$ cat src/rtl/hsk_pkg.sv
package hsk_pkg;

    localparam int DATA_W = 8;
    localparam int ADDR_W = 2;

    typedef enum logic [ADDR_W-1:0] {
        REG_CTRL  = 2'd0,
        REG_DATA  = 2'd1,
        REG_RSV_2 = 2'd2,
        REG_RSV_3 = 2'd3
    } reg_sel_e;

    typedef enum logic {
        MODE_IN  = 1'b0,
        MODE_OUT = 1'b1
    } port_mode_e;

    typedef struct packed {
        logic              rd_open_data;
        logic              rd_close_data;
        logic              wr_open_data;
        logic              wr_close_data;
        logic              wr_close_ctrl;
        logic [DATA_W-1:0] wr_value;
    } cpu_evt_t;

    function automatic logic sel_hit(input logic cs, input logic [ADDR_W-1:0] addr,
                                     input reg_sel_e want);
        return cs && (reg_sel_e'(addr) == want);
    endfunction

endpackage

$ cat src/rtl/hsk_edge.sv
module hsk_edge (
    input  logic clk,
    input  logic rst,
    input  logic level_i,
    output logic prev_o
);
    always_ff @(posedge clk) begin
        if (rst) prev_o <= 1'b0;
        else     prev_o <= level_i;
    end
endmodule

$ cat src/rtl/hsk_cpu_if.sv
module hsk_cpu_if
    import hsk_pkg::*;
(
    input  logic              clk,
    input  logic              rst,
    input  logic              cs,
    input  logic [ADDR_W-1:0] reg_addr,
    input  logic [DATA_W-1:0] bus_wdata,
    input  logic              rd_pulse,
    input  logic              dir_a,
    input  logic              dir_b,
    output cpu_evt_t          evt_o
);
    logic              win_now, win_prev, rd_prev;
    logic              rd_lead, rd_trail, win_open, win_close;
    logic              rd_hit_q;
    logic              stg_cs;
    logic [ADDR_W-1:0] stg_addr;
    logic [DATA_W-1:0] stg_data;

    assign win_now = ~dir_a & dir_b;

    hsk_edge u_rd_edge  (.clk(clk), .rst(rst), .level_i(rd_pulse), .prev_o(rd_prev));
    hsk_edge u_win_edge (.clk(clk), .rst(rst), .level_i(win_now),  .prev_o(win_prev));

    assign rd_lead   =  rd_pulse & ~rd_prev;
    assign rd_trail  = ~rd_pulse &  rd_prev;
    assign win_open  =  win_now  & ~win_prev;
    assign win_close = ~win_now  &  win_prev;

    // Read target is latched at the leading edge; trailing action uses it.
    // Write target and data are staged on every open cycle; the last one counts.
    always_ff @(posedge clk) begin
        if (rst) begin
            rd_hit_q <= 1'b0;
            stg_cs   <= 1'b0;
            stg_addr <= '0;
            stg_data <= '0;
        end else begin
            if (rd_lead) rd_hit_q <= sel_hit(cs, reg_addr, REG_DATA);
            if (win_now) begin
                stg_cs   <= cs;
                stg_addr <= reg_addr;
                stg_data <= bus_wdata;
            end
        end
    end

    always_comb begin
        evt_o.rd_open_data  = rd_lead  && sel_hit(cs, reg_addr, REG_DATA);
        evt_o.rd_close_data = rd_trail && rd_hit_q;
        evt_o.wr_open_data  = win_open && sel_hit(cs, reg_addr, REG_DATA);
        evt_o.wr_close_data = win_close && sel_hit(stg_cs, stg_addr, REG_DATA);
        evt_o.wr_close_ctrl = win_close && sel_hit(stg_cs, stg_addr, REG_CTRL);
        evt_o.wr_value      = stg_data;
    end

    // a read trailing edge only acts if its leading edge hit the data register
    assert_rd_close_needs_hit_R9: assert property (@(posedge clk) disable iff (rst)
        (rd_lead && !sel_hit(cs, reg_addr, REG_DATA)) |=> !evt_o.rd_close_data);
endmodule

$ cat src/rtl/hsk_core.sv
module hsk_core
    import hsk_pkg::*;
(
    input  logic              clk,
    input  logic              rst,
    input  cpu_evt_t          evt_i,
    input  logic              cs,
    input  logic [ADDR_W-1:0] reg_addr,
    input  logic [DATA_W-1:0] pio_in,
    input  logic              strobe_in,
    output logic [DATA_W-1:0] bus_rdata,
    output logic [DATA_W-1:0] pio_out,
    output logic              pio_oe,
    output logic              rdy_out,
    output logic              int_out
);
    port_mode_e        mode_q;
    logic [DATA_W-1:0] buf_q;
    logic              stb_prev, stb_rise;
    logic              any_evt;

    hsk_edge u_stb_edge (.clk(clk), .rst(rst), .level_i(strobe_in), .prev_o(stb_prev));
    assign stb_rise = strobe_in & ~stb_prev;

    // Strobe effects first; CPU-side effects below override on coincidence.
    always_ff @(posedge clk) begin
        if (rst) begin
            mode_q  <= MODE_IN;
            buf_q   <= '0;
            rdy_out <= 1'b0;
            int_out <= 1'b0;
        end else begin
            if (stb_rise) begin
                rdy_out <= 1'b0;
                int_out <= 1'b1;
                if (mode_q == MODE_IN) buf_q <= pio_in;
            end
            if (mode_q == MODE_IN) begin
                if (evt_i.rd_open_data)  int_out <= 1'b0;
                if (evt_i.rd_close_data) rdy_out <= 1'b1;
            end else begin
                if (evt_i.wr_open_data) int_out <= 1'b0;
                if (evt_i.wr_close_data) begin
                    buf_q   <= evt_i.wr_value;
                    rdy_out <= 1'b1;
                end
            end
            if (evt_i.wr_close_ctrl) begin
                mode_q  <= port_mode_e'(evt_i.wr_value[0]);
                rdy_out <= 1'b0;
                int_out <= 1'b0;
            end
        end
    end

    always_comb begin
        if (sel_hit(cs, reg_addr, REG_DATA))      bus_rdata = buf_q;
        else if (sel_hit(cs, reg_addr, REG_CTRL)) bus_rdata = {{(DATA_W-1){1'b0}}, mode_q};
        else                                      bus_rdata = '0;
    end

    assign pio_out = buf_q;
    assign pio_oe  = (mode_q == MODE_OUT);

    assign any_evt = evt_i.rd_open_data | evt_i.rd_close_data | evt_i.wr_open_data |
                     evt_i.wr_close_data | evt_i.wr_close_ctrl;

    assert_reset_state_R1: assert property (@(posedge clk)
        rst |=> (!rdy_out && !int_out && buf_q == '0 && mode_q == MODE_IN));

    assert_in_strobe_R2: assert property (@(posedge clk) disable iff (rst)
        (stb_rise && mode_q == MODE_IN && !evt_i.rd_open_data && !evt_i.wr_close_ctrl)
        |=> (int_out && buf_q == $past(pio_in)));

    assert_out_strobe_R7: assert property (@(posedge clk) disable iff (rst)
        (stb_rise && mode_q == MODE_OUT && !evt_i.wr_close_data && !evt_i.wr_close_ctrl)
        |=> (!rdy_out && $stable(buf_q)));

    assert_ctrl_clears_R8: assert property (@(posedge clk) disable iff (rst)
        evt_i.wr_close_ctrl |=> (!rdy_out && !int_out));

    assert_quiet_hold_R9: assert property (@(posedge clk) disable iff (rst)
        (!stb_rise && !any_evt) |=> ($stable(rdy_out) && $stable(int_out) && $stable(buf_q)));
endmodule

$ cat src/rtl/hsk_port.sv
module hsk_port
    import hsk_pkg::*;
(
    input  logic              clk,
    input  logic              rst,
    input  logic              cs,
    input  logic [ADDR_W-1:0] reg_addr,
    input  logic [DATA_W-1:0] bus_wdata,
    output logic [DATA_W-1:0] bus_rdata,
    input  logic              rd_pulse,
    input  logic              dir_a,
    input  logic              dir_b,
    input  logic [DATA_W-1:0] pio_in,
    output logic [DATA_W-1:0] pio_out,
    output logic              pio_oe,
    input  logic              strobe_in,
    output logic              rdy_out,
    output logic              int_out
);
    cpu_evt_t evt;

    hsk_cpu_if u_cpu_if (
        .clk(clk), .rst(rst), .cs(cs), .reg_addr(reg_addr), .bus_wdata(bus_wdata),
        .rd_pulse(rd_pulse), .dir_a(dir_a), .dir_b(dir_b), .evt_o(evt)
    );

    hsk_core u_core (
        .clk(clk), .rst(rst), .evt_i(evt), .cs(cs), .reg_addr(reg_addr),
        .pio_in(pio_in), .strobe_in(strobe_in), .bus_rdata(bus_rdata),
        .pio_out(pio_out), .pio_oe(pio_oe), .rdy_out(rdy_out), .int_out(int_out)
    );
endmodule

$ cat config.mk
export PLATFORM = sky130hd
export DESIGN_NAME = hsk_port
export DESIGN_NICKNAME = d
export VERILOG_FILES = /design/src/rtl/hsk_pkg.sv /design/src/rtl/hsk_edge.sv /design/src/rtl/hsk_cpu_if.sv /design/src/rtl/hsk_core.sv /design/src/rtl/hsk_port.sv
export SDC_FILE = /design/constraint.sdc
export NUM_CORES = 1
export LEC_CHECK = 0
export BUFFER_PORTS_ARGS = -buffer_cell sky130_fd_sc_hd__buf_2
export CORE_UTILIZATION = 52
export DETAILED_ROUTE_END_ITERATION = 7
export PLACE_DENSITY = 0.81
export SLEW_MARGIN = 20
export SYNTH_ARGS = -nofsm -noshare
export SYNTH_HDL_FRONTEND = slang
export SYNTH_SLANG_ARGS = --single-unit
$ cat constraint.sdc
create_clock -name clk -period 2.05 [get_ports clk]
set_input_delay 0.41 -clock clk [delete_from_list [all_inputs] [get_ports clk]]
set_output_delay 0.41 -clock clk [all_outputs]
set_load 0.02 [all_outputs]
==> impl.org, run 1 <==
** Run status
- The run finished with clean final reports.

** Setup path
- The critical path runs through a total of 3 cells.
- Critical path data arrival time :: around 1400 ps
- In this run the critical register-to-register path is launched from u_core.pio_oe.
- Maximum cell stage delay along the critical path :: roughly 560 ps
- Worst setup path category :: register to output port
- Largest fanout on the critical path :: 10
- At the worst endpoint, the required time is between 1500 and 2000 ps.
- Cell type group with the largest total delay on the critical path :: flip-flops
- The worst setup path is launched from a register.
- Traced cell by cell, the critical path runs through mux2i_1 -> nor3b_1 -> buf_2.
- Among all stages on the critical path, the largest delay is contributed by dfxtp_1.
- Launching instance or port of the critical path :: u_core.pio_oe
- The number of cells on the worst reg-to-reg path is 3.
- Setup crit end kind :: output port
- The number of buffers and inverters on the critical path is 1.

** Timing
- Number of setup violations in the final report :: 0
- Actual transition at the worst max-transition pin :: ~550 ps
- Final TNS setup :: 0 ps
- Setup clock skew after layout :: roughly 1.9 ps
- After layout, the worst path uses 90.0% of the clock period.
- The max-slew violation count is 0.
- Remaining max-slew budget at the tightest pin :: 63.2%
- Setup repair after global routing left no endpoint under its margin.
- The number of endpoints with negative hold slack in the final report came to 0.
- Minimum period implied by the final worst setup slack :: roughly 1800 ps
- Achievable Freq :: 542 MHz

** Clocking
- The later pin in the worst-skew pair is clocked with a latency of around 330 ps.
- Clock Root Buffer :: clkbuf_4
- CTS H-Tree Depth :: 1
- In this run the deepest clock path goes through 2 buffers.
- CTS Hold Buffers Added :: 0
- Clock transition at the registers of the reported paths :: around 130 ps
- Number of buffers created by CTS :: 3
- TritonCTS built the clock tree.
- Num Clock Sinks :: 26
- Gates resized, CTS repair :: 0
- Buffer count from post-CTS setup fixing :: 0

** Place
- Detailed placer's ending HPWL :: ~2.1 mm
- Last weighted congestion value of the routability-driven placer :: ~0.75
- After detailed placement, the design holds a cell count of between 200 and 250.
- In this run the tool buffered the top-level ports with between 40 and 50 buffer cells.

** Floorplan
- The die covers 2600 sq um.
- Die Ht :: slightly above 50 um
- In this run the count of I/O pins placed on the die edge is between 40 and 50.
- Die extent in x :: around 50 um
- Row generation in the floorplan step produced 17 rows.
- Core area :: roughly 2200 sq um
- Starting density of the core :: about 56%

** Finish
- Non-filler instance count after layout :: slightly above 200
- Storage cell area :: 520 sq um
- 0 antenna diodes ended up in the layout.
- After the last flow step, the layout net total stands at ~200.
- Area of combinational cells with multiple inputs :: 662 sq um
- Relative area change from synthesis to final layout :: 19.3%
- The post-route netlist has between 30% and 40% of its cells at a drive strength greater than 1.
- Count of fill cells added during filler insertion :: 200

** Synthesis
- Dividing the synthesized area by the synthesized cell count gives 8.91 sq um.
- Total number of yosys warnings :: 0
- After synthesis the netlist holds a flip-flop and latch count of 26.
- After synthesis the cells add up to 1250 sq um.
- Of the post-synthesis cell area, the dominant cell type holds 41.7%.
- Distinct cells, synth :: 28
- Synthesized instance count :: between 100 and 150
- By area the synthesized netlist is led by dfxtp_1 42%, nand2_1 12%, a311oi_2 9.6%.
- Of the synthesized area, sequential elements account for 41.7%.
- Synthesized netlist net count :: around 170
- Cell type with the highest aggregate area in the netlist :: dfxtp_1

** Power
- Cell internal power was estimated by the tool at roughly 700 uW.
- Psw :: 246 uW
- In this run the power density over the cells is around 630 nW/um^2.
- Summed over all cells, the static leakage comes to between 0.6 and 0.7 nW.
- The share of total power dissipated in combinational logic is around 14%.
- Overall power of the completed layout :: about 940 uW
- In this run switching power makes up between 20% and 30% of total power.
- Max rail drop VDD :: between 400 and 500 uV
- The clock network burns ~28% of the power.
- In this run, flip-flops and latches consume around 58% of the power.

** GRT
- After global routing the overflow that remains totals 0.
- Pin count of the biggest net entering global routing :: 28
- Global-route wire length before repair :: between 4 and 5 mm
- The number of global-route vias before repair came to between 1000 and 1500.
- Overall track demand over capacity in global routing :: 24.3%
- The number of antenna violations at the first check in global routing came to 0.

** Flow run
- The tool flagged a number of max-cap violations equal to 0.

** Route
- The first TritonRoute pass finished after 4 iterations.
- After the first detailed-routing iteration, the DRC count stood at 15.
- Average wire per cell in the routed design :: roughly 14 um
- Remaining routing DRC violations :: 0
- Wires add up to 2.82 mm.
- Dividing the detail-routed via count by the number of cells gives approximately 5.4.
- Detail Route Antenna Nets :: 0
- Summing over every cut layer, the via total after detailed routing is 1112.

** Hold path
- Count of cells along the worst hold path :: 3
- Hold Path Class :: input port to register
- Hold Path Origin :: bus_wdata[5]
-- layer usage --
metal	wire (um)	GRT usage, %
met5	0	0
met4	53	13.9
met3	81	3.87
met2	1420	40.6
met1	1260	29.4
-- kinds of logic (layout without fill, tap and decap cells) --
group	after synthesis	count (layout)	synth area share (%)
buffers and inverters	12	50	5.21
AOI/OAI and AO/OA	23	23	16.4
and+or+nand+nor	76	76	34.3
muxes	3	3	2.41
DFF	26	26	41.7
-- layout make-up --
type | instances | area share, %
clock buffers | 4 | 2.44
well taps | 28 | 2.35
inverters | 1 | 0.252
flip-flops and latches | 26 | 35.0
repair buffers | 45 | 15.5
multi-input cells | 102 | 44.5
-- state kept, by name, indices dropped and copies added, names as in the netlist --
register and cells:
u_cpu_if.u_win_edge.prev_o 1, u_core.pio_oe 1, u_core.rdy_out 1, u_core.u_stb_edge.prev_o 1
u_core.pio_out 8, u_core.int_out 1, u_cpu_if.stg_data 8, u_cpu_if.rd_hit_q 1
u_cpu_if.stg_addr 2, u_cpu_if.stg_cs 1, u_cpu_if.u_rd_edge.prev_o 1
-- power by group through the flow --
stage               Clock [mW]  Sequential (mW)  Combinational (mW)
floorplan                    0            0.566              0.0730
global placement             0            0.555               0.130
detailed placement           0            0.557               0.135
CTS                      0.266            0.546               0.135
global route             0.290            0.549               0.147
finish                   0.261            0.546               0.135
-- worst min-delay path, cell delays in order --
cell and delay (ps):
buf_2 90, nand2_1 50, a21oi_1 50
-- worst paths after layout --
kind,endpoint,slack [ps]
max,bus_rdata[0],210
min,u_cpu_if.stg_data[5],310
max reg2reg,u_core.pio_out[3],420
min reg2reg,u_cpu_if.stg_data[3],470
-- cell usage in the layout (no fill, tap or decap), drive strengths merged, types with 2 or more instances in the layout --
master / n
or3: 2
buf: 45
nor3b: 3
mux2i: 3
nor2: 2
and2: 7
dfxtp: 26
and4bb: 2
nand2: 39
nor4: 8
a311oi: 8
a21oi: 12
nand2b: 4
clkbuf: 4
nor2b: 4
-- Yosys cell counts --
cell type	number
nor2b_1	4
buf_2	4
dfxtp_1	26
clkbuf_1	4
or3b_2	1
nor3b_1	2
nor4_1	8
mux2i_1	3
nor2_1	2
o21a_1	1
or2b_1	1
buf_1	1
a21oi_1	12
and2_1	7
inv_1	1
and4bb_2	2
nor4b_2	1
nand2_1	39
nand3_4	1
or3_1	2
and3b_1	1
nand2b_4	1
buf_6	2
a311oi_2	8
nand2b_1	3
nor3b_2	1
a2111oi_0	1
a211oi_1	1
-- through the flow --
step,worst slack [ps],util [%],hold WS (ps),area (sq um)
floorplan,441,-,437,1250
global placement,429,65.0,445,1450
detailed placement,390,65.0,449,1450
CTS,177,66.6,304,1490
global route,23.9,66.6,306,1490
finish,206,66.6,310,1490
No activity file was read; power rests on OpenSTA's default activity.
==> run 2, diff against run 1 <==
--- a/config.mk
+++ b/config.mk
@@ -9,7 +9,6 @@
 export CORE_UTILIZATION = 52
 export DETAILED_ROUTE_END_ITERATION = 7
 export PLACE_DENSITY = 0.81
-export SLEW_MARGIN = 20
 export SYNTH_ARGS = -nofsm -noshare
 export SYNTH_HDL_FRONTEND = slang
 export SYNTH_SLANG_ARGS = --single-unit
==> constraint.sdc (replaced) <==
create_clock -name clk -period 2.05 [get_ports clk]
set_input_delay 0.41 -clock clk [delete_from_list [all_inputs] [get_ports clk]]
set_output_delay 0.41 -clock clk [all_outputs]
set_load 0.1 [all_outputs]
==> impl.org, run 2 (synthesized netlist as in run 1, its figures left out) <==
** Finish
- Most common library cell in the layout ignoring fill and taps :: nand2_1
- The number of inserted filler cells in the final layout came to 173 (-14%).
- The area taken by flip-flops and latches was 526 sq um (+0.96%).
- Finished layout cell area :: 1650 sq um (+11%)
- The multi-input logic area is 682 sq um (+3.0%).
- The number of antenna repair diodes came to 0 (unchanged).
- The top cell types in the final layout, fill and taps aside, are 39 x nand2_1, 35 x buf_2, 24 x dfxtp_1.
- The fraction of layout instances using a drive strength above 1 came to 41.6% (+5.6 points).
- Total Nets Final :: 204 (unchanged)
- Relative to the synthesized area, the layout overhead comes to 32.2%.

** Floorplan
- Starting density of the core :: 55.9% (unchanged)
- Core area :: 2230 sq um (unchanged)
- The number of rows created at floorplan was 17 (unchanged).
- The number of top-level pins came to 44 (unchanged).
- Die extent in x :: 51.0 um (unchanged)
- Die Ht :: 51.0 um (unchanged)
- The die area came to 2600 sq um (unchanged).

** Flow run
- Total of max-cap violations :: 0 (unchanged)

** Power
- Pwr per Cell Area :: 679 nW/um^2 (+7.3%)
- The switching share of power was 29.4% (+3.3 points).
- Psw :: 329 uW (+34%)
- Fraction of power consumed by the clock network :: 31.7% (+4.0 points)
- The part of the power in combinational logic came to 19.6% (+5.3 points).
- The cell internal power dissipation is 790 uW (+14%).
- The leakage power figure came to 0.654 nW (+6.7%).
- Max rail drop VDD :: 478 uV (+1.8%)
- Overall power of the completed layout :: 1.12 mW (+19%)
- Flop pwr share :: 48.7% (-9.3 points)

** Setup path
- Critical path data arrival time :: 1370 ps (-60 ps)
- Launching instance or port of the critical path :: reg_addr[1]
- The worst setup path is launched from an input port.
- Largest fanout on the critical path :: 9 (-1)
- Setup crit end kind :: output port
- Slack of the worst reg-to-reg path :: 590 ps (+170 ps)
- FF-to-FF Start :: u_cpu_if.stg_addr[0]
- The critical path is of the input port to output port type.
- The data required time of the worst path was 1640 ps (about the same).

** GRT
- The total congestion overflow after global routing was 0 (unchanged).
- Pin count of the biggest net entering global routing :: 28 (unchanged)
- The number of global-route vias before repair was 1179 (+9.8%).
- Overall track demand over capacity in global routing :: 25.5% (+1.1 points)
- The first-pass GRT wire length came to 4.97 mm (+5.4%).
- The number of antenna violations at the first check in global routing came to 0 (unchanged).

** Clocking
- The H-tree depth was 1 (unchanged).
- Latest clock arrival within the worst-skew pair :: 330 ps (about the same)
- The clock edge transition at the registers on the reported setup and hold paths is 140 ps (about the same).
- Gates resized, CTS repair :: 0 (unchanged)
- The number of hold buffers added after cts came to 0 (unchanged).
- TritonCTS clock tree :: done
- Clock Root Buffer :: clkbuf_4
- The TritonCTS buffer count is 3 (unchanged).
- The clock sink count is 26 (unchanged).
- The maximum number of buffers from clock root to sink came to 2 (unchanged).
- The post-CTS setup buffer count was 0 (unchanged).

** Route
- Average wire per cell in the routed design :: 14.3 um (+4.6%)
- The remaining routing DRC violations came to 0 (unchanged).
- Detail Route Antenna Nets :: 0 (unchanged)
- Via density :: 5.65 (+4.6%)
- The number of optimization iterations in the first detailed-route pass was 4 (unchanged).
- Violation count after the first detailed-routing iteration :: 22 (+7)
- The routed wire length came to 2.95 mm (+4.6%).
- The vias after detailed routing came to 1163 (+4.6%).

** Place
- Placement Setup Slack :: 254 ps (-136 ps)
- Count of input and output buffers :: 43 (unchanged)
- Detailed placer's ending HPWL :: 2.19 mm (+2.5%)
- Last weighted congestion value of the routability-driven placer :: 0.820 (+9.3%)
- DP Area :: 1600 sq um (+10%)

** Run status
- Status :: finished clean

** Timing
- Achievable Freq :: 563 MHz (+3.9%)
- Setup slack after layout :: 275 ps (+69.2 ps)
- Number of slew-limit violations in the final report :: 0 (unchanged)
- Setup clock skew after layout :: 11.2 ps (+9.28 ps)
- The final-layout worst hold slack is 309 ps (-0.836 ps).
- The post-route clock period utilization was 86.6% (-3.4 points).
- Setup repair after global routing left no endpoint under its margin.
- Number of setup violations in the final report :: 0 (unchanged)
- The number of endpoints with negative hold slack in the final report was 0 (unchanged).
- Actual transition at the worst max-transition pin :: 557 ps (+5.91 ps)
- The post-route minimum period is 1780 ps (-69.2 ps).
- Remaining max-slew budget at the tightest pin :: 62.7% (-0.56 points)
- The total negative slack was 0 ps (unchanged).

** Hold path
- Hold Path Origin :: bus_wdata[4]
- Hold Path Class :: input port to register
-- run 2: cell count changes in the layout (fill, tap and decap cells not counted), moves of 2 or more --
cell,previous run,this run
buf_12,0,8
buf_2,43,35
and2_1,7,0
and2_2,0,7
dfxtp_1,26,24
-- run 2: path summary, 6_finish.rpt --
check,cells past startpoint,endpoint
worst max register to register,3,u_core.pio_out[4]
worst max-delay path,4,bus_rdata[5]
worst min register to register,2,u_cpu_if.stg_addr[1]
worst min-delay path,3,u_cpu_if.stg_data[4]
-- run 2: area by class of cell --
cell class	count	area share [%]
inverters	1	0.228
multi-input cells	102	41.4
repair buffers	45	21.2
well taps	28	2.12
flip-flops and latches	26	31.9
clock buffers	3	1.37
clock inverters	1	1.82
-- run 2: metrics by stage --
step | util (%) | cells
floorplan | - | 140
detailed placement | 71.5 | 202
CTS | 73.8 | 206
global route | 73.8 | 206
global placement | 71.5 | 202
finish | 73.8 | 206
-- run 2: power groups by stage --
| stage | combinational, mW | clock (mW) | sequential, mW |
|---|---|---|---|
| 2_1_floorplan | 0.0860 | 0 | 0.627 |
| 3_3_place_gp | 0.212 | 0 | 0.555 |
| 3_5_place_dp | 0.218 | 0 | 0.556 |
| 4_1_cts | 0.219 | 0.356 | 0.545 |
| 5_1_grt | 0.232 | 0.373 | 0.548 |
| 6_report | 0.219 | 0.355 | 0.545 |
-- run 2: worst max-delay path: stages --
cell     delay [ps]
buf_2           120
and3b_1         420
and2_2          240
buf_12          170
-- run 2: metal layers --
metal,up-vias,wire [um],part of all wire (%),track usage (%)
met5,-,0,0,0
li1,565,-,-,-
met2,40,1570,53,47.8
met1,554,1210,41,28.3
met4,0,35,1.2,10.6
met3,4,141,4.8,3.27
==> run 3, diff against run 2 <==
--- a/config.mk
+++ b/config.mk
@@ -5,7 +5,7 @@
 export SDC_FILE = /design/constraint.sdc
 export NUM_CORES = 1
 export LEC_CHECK = 0
-export BUFFER_PORTS_ARGS = -buffer_cell sky130_fd_sc_hd__buf_2
+export BUFFER_PORTS_ARGS = -buffer_cell sky130_fd_sc_hd__buf_4
 export CORE_UTILIZATION = 52
 export DETAILED_ROUTE_END_ITERATION = 7
 export PLACE_DENSITY = 0.81
==> impl.org, run 3 (synthesized netlist as in run 1, its figures left out) <==
** Setup path
- On the critical path, the stage with the largest delay is an instance of and3b_1.
- The critical path is of the input port to output port type.
- Launching instance or port of the critical path :: reg_addr[1]
- The slack of the worst reg-to-reg path came to 570 ps (-20 ps).
- STA classifies the critical path startpoint as an input port.
- The signal on the critical path passes through buf_4 -> and3b_1 -> and2_2 -> buf_4.
- Maximum cell stage delay along the critical path :: 390 ps (-30 ps)
- Buf/Inv on CP :: 2 (unchanged)
- The worst endpoint data arrival time was 1400 ps (+30 ps).
- The worst-path maximum fanout came to 9 (unchanged).
- The data required time of the worst path was 1640 ps (about the same).
- The count of cells along the worst register-to-register path came to 3 (unchanged).
- Setup crit end kind :: output port
- The most numerous cell type found on the critical path is buf_4.
- FF-to-FF Start :: u_cpu_if.stg_cs
- Cell type group with the largest total delay on the critical path :: simple AND/OR/NAND/NOR gates
- Worst r2r dst :: u_core.pio_out[0]

** Power
- The switching share of power was 31.2% (+1.8 points).
- The switching power came to 324 uW (-1.6%).
- The share of power burned in the clock network is 25.5% (-6.2 points).
- The total power density per cell area is 641 nW/um^2 (-5.5%).
- Flop pwr share :: 52.5% (+3.8 points)
- The leakage power figure is 0.647 nW (-1.1%).
- Max rail drop VDD :: 711 uV (+49%)
- Cell-internal power :: 715 uW (-9.5%)
- Portion of total power attributed to combinational logic :: 22.0% (+2.4 points)
- Overall power of the completed layout :: 1.04 mW (-7.2%)

** Floorplan
- The die area was 2600 sq um (unchanged).
- Starting density of the core :: 55.9% (unchanged)
- Site row count :: 17 (unchanged)
- The die height was 51.0 um (unchanged).
- Die extent in x :: 51.0 um (unchanged)
- The placeable core region is 2230 sq um (unchanged).
- The number of top-level pins came to 44 (unchanged).

** Clocking
- The post-CTS setup buffer count was 0 (unchanged).
- The clock sink count came to 26 (unchanged).
- The number of hold buffers added after cts is 0 (unchanged).
- The clock insertion delay at the later pin of the skew report was 320 ps (about the same).
- Gates resized, CTS repair :: 0 (unchanged)
- CTS H-Tree Depth :: 1 (unchanged)
- The maximum number of buffers from clock root to sink came to 2 (unchanged).
- Clock Root Buffer :: clkbuf_4
- TritonCTS built the clock tree.
- Clock transition at the registers of the reported paths :: 140 ps (about the same)
- The TritonCTS buffer count was 3 (unchanged).

** Timing
- The pin slew with the least headroom to its limit was 500 ps (-57.1 ps).
- The number of endpoints with negative hold slack in the final report is 0 (unchanged).
- The final clock skew was 1.36 ps (-9.80 ps).
- The max-slew violation count was 0 (unchanged).
- Remaining max-slew budget at the tightest pin :: 66.5% (+3.8 points)
- Worst hold margin :: 308 ps (-1.22 ps)
- The post-route clock period utilization came to 88.4% (+1.8 points).
- Setup slack after layout :: 237 ps (-37.5 ps)
- The total negative slack was 0 ps (unchanged).
- The post-route minimum period was 1810 ps (+37.5 ps).
- The maximum operating frequency was 552 MHz (-2.1%).
- Number of setup violations in the final report :: 0 (unchanged)
- RSZ-0062 raised after global routing :: no

** Place
- The number of input and output port buffers inserted was 43 (unchanged).
- Number of cells after detailed placement :: 202 (unchanged)
- The placed instance area came to 1580 sq um (-0.78%).
- Detailed placer's ending HPWL :: 2.08 mm (-5.0%)
- The final RePlAce weighted congestion came to 0.821 (+0.17%).
- Placement Setup Slack :: 210 ps (-43.4 ps)

** Hold path
- Hold Path Origin :: rd_pulse
- The hold path depth came to 2 (-1).
- Hold path endpoint :: u_cpu_if.u_rd_edge.prev_o
- The tightest min-delay check is of the input port to register type.

** GRT
- The first-pass GRT wire length was 4.80 mm (-3.3%).
- The pin count of the biggest net entering global routing is 28 (unchanged).
- Number of antenna violations at the first check in global routing :: 0 (unchanged)
- Remaining Overflow, GRT :: 0 (unchanged)
- Vias in the first global route :: 1055 (-11%)
- Overall track demand over capacity in global routing :: 25.2% (-0.28 points)

** Finish
- Compared with the post-synthesis result, the final layout area differs by 29.9%.
- Fraction of final layout cells sized beyond drive strength 1 :: 41.6% (unchanged)
- Finished layout cell area :: 1620 sq um (-1.7%)
- The library cell used most frequently in the layout, excluding fill and tap cells, is buf_4.
- Non-filler instance count after layout :: 206 (unchanged)
- The number of nets at the end of the flow was 204 (unchanged).
- Number of antenna cells inserted :: 0 (unchanged)
- Utilization of the core after routing :: 72.5% (-1.3 points)
- Commonest cells after routing, fill and taps aside :: 45 x buf_4, 39 x nand2_1, 24 x dfxtp_1

** Route
- First-pass iteration count of the detailed router :: 4 (unchanged)
- Detail Route Antenna Nets :: 0 (unchanged)
- Vias :: 1106 (-4.9%)
- The remaining routing DRC violations is 0 (unchanged).
- Violation count after the first detailed-routing iteration :: 37 (+68%)
- The routed wire length was 2.81 mm (-4.7%).
- Average wire per cell in the routed design :: 13.6 um (-4.7%)
- Via density :: 5.37 (-4.9%)

** Flow run
- Total of max-cap violations :: 0 (unchanged)

** Run status
- The run finished with clean final reports.
[run 3: power groups by stage]
stage               Sequential [mW]  Combinational, mW  Clock [mW]
floorplan                     0.627             0.0860           0
global placement              0.555              0.225           0
detailed placement            0.557              0.229           0
CTS                           0.546              0.229       0.270
global route                  0.549              0.244       0.285
finish                        0.546              0.229       0.265
[run 3: layout make-up]
class                           instances  area [sq um]
Clock buffer                            4          36.3
Fill cell                             166           613
Inverter                                1          3.75
Multi-Input combinational cell        102           682
Sequential cell                        26           526
Tap cell                               28          35.0
Timing Repair Buffer                   45           338
[run 3: per-layer routing]
| metal | global-route usage, % | share of wire, % | vias up | wire length, um |
|---|---|---|---|---|
| met4 | 11.1 | 1.6 | 0 | 45 |
| met1 | 31.2 | 43 | 513 | 1220 |
| li1 | - | - | 559 | - |
| met3 | 4.17 | 4.8 | 4 | 136 |
| met2 | 42.5 | 50 | 30 | 1410 |
| met5 | 0 | 0 | - | 0 |
[run 3: worst max-delay path by stage]
stage	cells after the start	endpoint
2_1_floorplan	2	bus_rdata[0]
3_3_place_gp	4	bus_rdata[3]
3_5_place_dp	4	bus_rdata[7]
4_1_cts	4	bus_rdata[7]
5_1_grt	4	bus_rdata[4]
6_report	4	bus_rdata[7]
[run 3: worst register-to-register path, cell delays in order, from the launching register on]
cell and delay (ps):
dfxtp_1 450, nand3_4 140, or3_1 540, a311oi_2 280
